<file path="src/rtl/cal_pkg.sv">
package cal_pkg;

    typedef enum logic [2:0] {
        ST_IDLE,
        ST_OPEN_LOOP,
        ST_SETTLE,
        ST_MEASURE,
        ST_COMPARE,
        ST_NEXT_BIT,
        ST_DONE
    } cal_state_e;

    typedef enum logic [1:0] {
        CMP_SLOW,
        CMP_MATCH,
        CMP_FAST
    } cmp_e;

    // Frequency verdict: a count below target means the oscillator runs slow.
    function automatic cmp_e classify(input logic [31:0] cnt, input logic [31:0] tgt);
        if (cnt < tgt)       return CMP_SLOW;
        else if (cnt == tgt) return CMP_MATCH;
        else                 return CMP_FAST;
    endfunction

    // Ones in every bit position strictly below idx.
    function automatic logic [31:0] below_mask(input int unsigned idx);
        return (32'd1 << idx) - 32'd1;
    endfunction

endpackage

</file>
<file path="src/rtl/fb_edge_sync.sv">
module fb_edge_sync #(
    parameter int STAGES = 2
) (
    input  logic clk,
    input  logic rst,
    input  logic fb_async,
    output logic fb_rise
);
    logic [STAGES:0] chain;

    always_ff @(posedge clk) begin
        if (rst) chain <= '0;
        else     chain <= {chain[STAGES-1:0], fb_async};
    end

    assign fb_rise = chain[STAGES-1] & ~chain[STAGES];
endmodule

</file>
<file path="src/rtl/cal_counter.sv">
module cal_counter #(
    parameter int W = 16
) (
    input  logic         clk,
    input  logic         rst,
    input  logic         clr,
    input  logic         inc,
    output logic [W-1:0] q
);
    always_ff @(posedge clk) begin
        if (rst || clr) q <= '0;
        else if (inc)   q <= q + 1'b1;
    end
endmodule

</file>
<file path="src/rtl/vco_band_cal.sv">
module vco_band_cal #(
    parameter int WORD_W      = 6,
    parameter int CNT_W       = 16,
    parameter int SYNC_STAGES = 2
) (
    input  logic              clk,
    input  logic              rst,
    input  logic              start,
    input  logic [CNT_W-1:0]  win_len,
    input  logic [CNT_W-1:0]  settle_len,
    input  logic [CNT_W-1:0]  target,
    input  logic              fb_in,
    output logic              loop_open,
    output logic              vtune_force,
    output logic [WORD_W-1:0] cap_word,
    output logic              done
);
    import cal_pkg::*;

    localparam int IDX_W = (WORD_W > 1) ? $clog2(WORD_W) : 1;
    localparam logic [IDX_W-1:0] TOP_IDX = IDX_W'(WORD_W - 1);

    typedef struct packed {
        logic [WORD_W-1:0] word;
        logic [IDX_W-1:0]  idx;
        logic              matched;
    } search_t;

    cal_state_e        st;
    search_t           srch;
    logic              fb_rise;
    logic [CNT_W-1:0]  tmr;
    logic [CNT_W-1:0]  edge_cnt;
    logic [CNT_W:0]    tmr_next;
    logic              settle_end, meas_end, tmr_clr, tmr_inc, cnt_inc;
    logic              hold_analog;

    fb_edge_sync #(.STAGES(SYNC_STAGES)) u_sync (
        .clk(clk), .rst(rst), .fb_async(fb_in), .fb_rise(fb_rise)
    );

    assign tmr_next   = {1'b0, tmr} + 1'b1;
    assign settle_end = (st == ST_SETTLE)  && (tmr_next >= {1'b0, settle_len});
    assign meas_end   = (st == ST_MEASURE) && (tmr_next >= {1'b0, win_len});
    assign tmr_clr    = (st == ST_OPEN_LOOP) || (st == ST_NEXT_BIT) || settle_end;
    assign tmr_inc    = (st == ST_SETTLE) || (st == ST_MEASURE);
    assign cnt_inc    = (st == ST_MEASURE) && fb_rise;

    cal_counter #(.W(CNT_W)) u_window (
        .clk(clk), .rst(rst), .clr(tmr_clr), .inc(tmr_inc), .q(tmr)
    );

    cal_counter #(.W(CNT_W)) u_edges (
        .clk(clk), .rst(rst), .clr(settle_end), .inc(cnt_inc), .q(edge_cnt)
    );

    always_ff @(posedge clk) begin
        if (rst) begin
            st   <= ST_IDLE;
            srch <= '0;
        end else begin
            unique case (st)
                ST_IDLE: if (start) begin
                    srch.word    <= '0;
                    srch.idx     <= TOP_IDX;
                    srch.matched <= 1'b0;
                    st           <= ST_OPEN_LOOP;
                end
                ST_OPEN_LOOP: begin
                    srch.word <= WORD_W'(1) << TOP_IDX;
                    st        <= ST_SETTLE;
                end
                ST_SETTLE:  if (settle_end) st <= ST_MEASURE;
                ST_MEASURE: if (meas_end)   st <= ST_COMPARE;
                ST_COMPARE: begin
                    unique case (classify(32'(edge_cnt), 32'(target)))
                        CMP_SLOW:  srch.word[srch.idx] <= 1'b0;
                        CMP_MATCH: srch.matched        <= 1'b1;
                        default:   ;
                    endcase
                    st <= ST_NEXT_BIT;
                end
                ST_NEXT_BIT: begin
                    if (srch.matched || srch.idx == '0) begin
                        st <= ST_DONE;
                    end else begin
                        srch.idx  <= srch.idx - 1'b1;
                        srch.word <= srch.word | (WORD_W'(1) << (srch.idx - 1'b1));
                        st        <= ST_SETTLE;
                    end
                end
                ST_DONE: st <= ST_IDLE;
                default: st <= ST_IDLE;
            endcase
        end
    end

    assign hold_analog = (st != ST_IDLE) && (st != ST_DONE);
    assign loop_open   = hold_analog;
    assign vtune_force = hold_analog;
    assign cap_word    = srch.word;
    assign done        = (st == ST_DONE);

    // analogue hold only begins in response to a start command
    assert_open_on_start_R2: assert property (@(posedge clk) disable iff (rst)
        $rose(loop_open) |-> $past(start));

    // while settling, the trial bit is set and every lower bit is clear
    assert_trial_shape_R3: assert property (@(posedge clk) disable iff (rst)
        (st == ST_SETTLE) |-> (srch.word[srch.idx] &&
            ((srch.word & WORD_W'(below_mask(32'(srch.idx)))) == '0)));

    // a window cannot collect more edges than cycles elapsed
    assert_edge_bound_R6: assert property (@(posedge clk) disable iff (rst)
        (st == ST_MEASURE) |-> (edge_cnt <= tmr));

    // release of the loop coincides with the completion pulse
    assert_release_done_R8: assert property (@(posedge clk) disable iff (rst)
        $fell(loop_open) |-> done);

    // completion pulse lasts one cycle
    assert_done_pulse_R8: assert property (@(posedge clk) disable iff (rst)
        done |=> !done);

    // the chosen word holds while idle without a start
    assert_word_hold_R9: assert property (@(posedge clk) disable iff (rst)
        (st == ST_IDLE && !start) |=> $stable(cap_word));

    // start during a search does not restart it
    assert_busy_start_R9: assert property (@(posedge clk) disable iff (rst)
        (st != ST_IDLE && start) |=> (st != ST_OPEN_LOOP));
endmodule

</file>
<file path="config.mk">
export PLATFORM = sky130hd
export DESIGN_NAME = vco_band_cal
export DESIGN_NICKNAME = d
export VERILOG_FILES = /design/src/rtl/cal_pkg.sv /design/src/rtl/fb_edge_sync.sv /design/src/rtl/cal_counter.sv /design/src/rtl/vco_band_cal.sv
export SDC_FILE = /design/constraint.sdc
export NUM_CORES = 1
export LEC_CHECK = 0
export ABC_AREA = 1
export BUFFER_PORTS_ARGS = -buffer_cell sky130_fd_sc_hd__buf_2
export CAP_MARGIN = 15
export CORE_MARGIN = 3
export CORE_UTILIZATION = 30
export CTS_CLUSTER_SIZE = 25
export DETAILED_ROUTE_END_ITERATION = 12
export PLACE_DENSITY = 0.51
export SLEW_MARGIN = 20
export SYNTH_ARGS = -nofsm -noshare
export SYNTH_HDL_FRONTEND = slang
export SYNTH_HIERARCHICAL = 1
export SYNTH_SLANG_ARGS = --single-unit
export TNS_END_PERCENT = 100
</file>
<file path="constraint.sdc">
create_clock -name clk -period 3.68 [get_ports clk]
set_input_delay 0.736 -clock clk [delete_from_list [all_inputs] [get_ports clk]]
set_output_delay 0.736 -clock clk [all_outputs]
set_load 0.02 [all_outputs]
</file>
* Yosys cells after proc, flatten, opt, wreduce, memory -nomap -nowiden
Index checks and enable logic that the tools add are counted.
Operators by class: $add $sub $neg 4, order comparisons 5, equality and inequality tests 15, shift-type cells 1, muxes and demuxes 18, bitwise logic cells 5, reduce and logical (&&, ||, !) cells 22
Operator list (count):
- $ge A17 B16 Y1 | 2
- $add A16 B1 Y16 const B | 2
- $pmux W6 S4 | 1
- $pmux W3 S6 | 1
- $add A16 B1 Y17 const B | 1
- $eq A16 B16 Y1 | 1
- $lt A16 B16 Y1 | 1
- $mux W3 | 4
- $mux W10 | 1
- $eq A3 B3 Y1 const B | 3
- $mux W9 | 1
- $reduce_and A3 Y1 | 3
- $mux W2 | 4
- $ne A2 B2 Y1 const B | 4
- $and A6 B6 Y6 | 1
- $eq A3 B2 Y1 const B | 2
- $logic_not A3 Y1 | 2
- $logic_or A1 B1 Y1 | 6
- $mux W6 | 1
- $not A6 Y6 | 1
- $or A6 B6 Y6 | 1
- $pmux W3 S2 | 1
- $shl A1 B3 Y6 const A | 1
- $logic_and A1 B1 Y1 | 5
- other kinds (17) | 20
Word-level totals: register bits 48, bits of input ports 52, output and inout bits 9, word-level logic and storage cells 77

* Depth between registers and ports, before layout
word-level depth 8, mapped depth 22, depth with buffers taken out 22

* Cells and area by module
Netlist, hierarchy kept.
Modules (own cells, without submodules):
- vco_band_cal | instances 1, cells an instance 420, area an instance 2551.2 um^2, sequential area each 260.2 um^2
- cal_counter | instances 2, cells an instance 117, area an instance 792.0 um^2, sequential area each 320.3 um^2
- fb_edge_sync | instances 1, cells an instance 10, area an instance 86.3 um^2, sequential area each 60.1 um^2

* Worst setup path after synthesis
Ideal clock, no wire load.
kind register to register, from register u_window.q[0], to register u_window.q[8], setup time 0.058 ns, arrival 2.862 ns, required time 3.622 ns, path slack 0.761 ns, cell stages (with the launch flop) 23, path buffers 0, clock period less this slack 2.919 ns, cells stage by stage dfxtp_1 -> ha_1 -> nand2_1 -> nor2_1 -> nand2_1 -> nor2_1 -> nand3_1 -> xnor2_1 -> ha_1 -> nand2_1 -> nor2_1 -> nand2_1 -> nor2_1 -> nor2_1 -> nand3_1 -> nor2_1 -> nand2_1 -> nand2_1 -> nand2_1 -> nor2_1 -> inv_1 -> a21oi_1 -> o21a_1
Between the ends: word-level cells in the longest chain between the ends 5, elaborated cells on any way between the ends 6, those cells by class 2 x add/sub; 1 x order compare; 3 x reduce/logical
RTL lines:
- from (decl) | RTL line cal_counter.sv:8 | output logic [W-1:0] q
- from (signal assigned) | RTL line cal_counter.sv:12 | else if (inc) q <= q + 1'b1;
- $add A16 B1 Y17 | RTL line vco_band_cal.sv:42 | assign tmr_next = {1'b0, tmr} + 1'b1;
- $ge A17 B16 Y1 | RTL line vco_band_cal.sv:43 | assign settle_end = (st == ST_SETTLE) && (tmr_next >= {1'b0, settle_len});
- $logic_and A1 B1 Y1 | RTL line vco_band_cal.sv:43
- $logic_or A1 B1 Y1 | RTL line vco_band_cal.sv:45 | assign tmr_clr = (st == ST_OPEN_LOOP) || (st == ST_NEXT_BIT) || settle_end;
- named net tmr_clr | RTL line vco_band_cal.sv:35 | logic settle_end, meas_end, tmr_clr, tmr_inc, cnt_inc;
- $logic_or A1 B1 Y1 | RTL line cal_counter.sv:11 | if (rst || clr) q <= '0;
The timed path passes the listed nets, and every way through them passes these cells. A chain may end at the register's enable or synchronous reset.

* Final worst setup path
Same ends and word-level chain as after synthesis.

==> impl_metrics.yaml <==
synth:
  synth_compound_area_share_pct: 11.1
  synth_cell_types: 39
  synth_seq_area_share_pct: 22.8
  synthArstFlopShare_pct: 0
  synthSimpleGateAreaFrac_pct: 33.3
  ys.flop_type: "dfxtp_1"
  netlist_area_sq_um: 4220
  synthAdderAreaFrac_pct: 16.6
  synth_top_family_by_area: "simple AND/OR/NAND/NOR gates"
  synth_mux_area_share_pct: 0
  synth_fp_nets: 772
  synth_edf_count: 0
  syn_inst: 664
  synthXorXnorAreaFrac_pct: 2.70
  ys_warn_count: 6
  syn_avg_cell_area_sq_um: 6.36
  ys_ff_latch: 48
power_and_ir_drop:
  p_per_area_nw_per_um2: 370
  p_leak_nw: 2.57
  peakVddDrop_uv: 193
layout:
  layout-drive-gt1-share_pct: 15.4
  syn2layout_area_growth_pct: 15.5
  n_antenna_cell: 0
  post-route-util_pct: 36.1
  fin_nets: 836
  stdcell_count: 905
placed_design:
  io_buffers: 60
  gp_congestion: 0.837
  dp_slack_ns: 0.289
  hpwl_mm: 8.88
  post-place-cells: 897
setup_path:
  critPathCaptureType: "flip-flop"
  rr_startpoint: "u_window/q[0]"
  crit_required_ns: 3.92
  ff2ff_setup_slack_ns: 0.48
  worstPathArrival_ns: 3.43
  startpoint_type: "flip-flop"
  critPathKind: "reg2reg"
  crit_fanout: 6
  crit_start: "u_window/q[0]"
sta:
  rsz0062_at_grt: "no"
  slew_headroom_pct: 52.2
  clock_skew_ns: 0.00677
  setup_violations: 0
  period_minus_slack_ns: 3.20
  fin_ws_ns: 0.483
  hold_viol: 0
  fin_tns_setup_ns: 0
  worstMarginPinSlew_ns: 0.712
  drv_slew: 0
  period_share_pct: 86.9
  max_freq_ghz: 0.313
die:
  die-area_sq_um: 15500
  die_y_um: 125
  start_util_pct: 31.3
  fp.coreArea_sq_um: 13500
  io_pins: 61
  die_w_um: 125
  rows: 42
run_status:
  outcome: "completed"
min_path:
  min_from: "u_sync/chain[0]"
  worstHoldPathType: "reg2reg"
grt:
  grt_max_degree: 15
  track_usage_pct: 13.3
  grt_pass1_vias: 3892
  grt-ovfl-total: 0
  antenna_found_initial: 0
  grt_pass1_wl_mm: 17.7
clock_tree:
  numCtsBuffers: 5
  clock_sinks: 48
  clkLatencyLatePin_ns: 0.28
  postCtsHoldBufs: 0
  htreeDepth: 2
  cts_tree: "built"
  path_clk_slew_ns: 0.07
  cts_root_buf: "clkbuf_16"
  clk_path_buf_depth: 2
route:
  drt_iter0_drc: 258
  wl_per_cell_um: 11.7
  first_pass_iters: 4
  drc: 0
  via_count: 4052
  drtAntennaViolNets: 0
  routed_wl_mm: 10.6
  via_per_inst: 4.48
job:
  cap_violations: 0
worst paths after layout:
check                          to  depth (start not counted)
setup / recovery    u_window/q[8]                         22
hold / removal    u_sync/chain[1]                          2
setup reg to reg    u_window/q[8]                         22
hold reg to reg   u_sync/chain[1]                          2
stage by stage:
| step | area, sq um | power, mW | hold WS (ns) |
|---|---|---|---|
| floorplan | 4220 | 1.20 | 0.388 |
| global placement | 4710 | 1.34 | 0.400 |
| detailed placement | 4710 | 1.35 | 0.397 |
| CTS | 4860 | 1.83 | 0.407 |
| global route | 4880 | 1.96 | 0.424 |
| finish | 4880 | 1.80 | 0.403 |
cell families after synthesis:
| kind of cell | Yosys count |
|---|---|
| AO/OA/AOI/OAI | 82 |
| flip-flops | 48 |
| adder cells (fa/ha/maj) | 56 |
| XOR/XNOR | 13 |
| buffers and inverters | 142 |
| AND/OR/NAND/NOR | 323 |
report_power, final:
group,switching (mW),leakage (nW),total (mW),internal (mW)
Sequential,0.0765,0.389,0.656,0.580
Clock,0.200,0.0701,0.471,0.271
Combinational,0.426,2.11,0.675,0.250
sequential cells by signal (all words and copies together) (netlist names):
name          flops
cap_word          6
srch              4
u_edges/q        16
u_window/q       16
st                3
u_sync/chain      3
timing repair:
action | CTS | global route
buffers inserted | 0 | 0
resized for setup | 0 | 4
setup endpoints to repair | 0 | 11
layout by cell type, fill, tap and decap left out, drive strengths merged, types with 7 or more instances in the layout:
master,Yosys,routed
nor2,111,111
a21oi,39,39
nand2,152,152
ha,56,56
o21ai,24,24
dfxtp,48,48
inv,133,133
nand3,36,36
nand4,11,11
xor2,8,8
buf,9,66
clkbuf,0,7
cell type report:
class | instances | area (sq um)
Clock buffer | 7 | 143
Clock inverter | 1 | 7.51
Fill cell | 1465 | 8630
Inverter | 133 | 499
Multi-Input combinational cell | 474 | 2700
Sequential cell | 48 | 961
Tap cell | 176 | 220
Timing Repair Buffer | 66 | 345
routing by layer:
layer	vias to the layer above	track usage, %	part of all wire [%]
li1	2217	-	-
met1	1767	18.9	52
met2	58	21.5	44
met3	10	1.67	2.5
met4	0	3.35	1.5
met5	-	0	0
Yosys cell counts (4+ instances only):
| cell | count | area, sq um |
|---|---|---|
| inv_1 | 122 | 458 |
| ha_1 | 56 | 701 |
| nor2_1 | 101 | 379 |
| a21oi_1 | 39 | 195 |
| nand3_1 | 34 | 170 |
| nand2_2 | 8 | 50.1 |
| nor2_2 | 4 | 25.0 |
| nor3_1 | 6 | 30.0 |
| nor2_4 | 6 | 67.6 |
| nand2_1 | 143 | 537 |
| buf_4 | 7 | 52.6 |
| nand4_1 | 11 | 68.8 |
| inv_2 | 11 | 41.3 |
| xor2_1 | 8 | 70.1 |
| xnor2_1 | 5 | 43.8 |
| dfxtp_1 | 48 | 961 |
| o21a_1 | 4 | 30.0 |
| o21ai_0 | 15 | 75.1 |
| o21ai_1 | 8 | 40.0 |
critical path: stages (launching register included):
cell and delay (ns):
dfxtp_1 0.42, ha_1 0.22, nand2_1 0.07, nor2_2 0.18
nand2_1 0.12, nor2_1 0.17, nand3_1 0.10, xnor2_1 0.22
ha_1 0.28, nand2_1 0.09, nor2_1 0.06, nand2_1 0.05
nor2_1 0.04, nor2_1 0.07, nand3_1 0.07, nor2_1 0.13
nand2_1 0.07, nand2_1 0.08, nand2_1 0.08, nor2_2 0.19
inv_1 0.15, a21oi_1 0.14, o21a_1 0.12
Power figures use the tool's default switching activity.
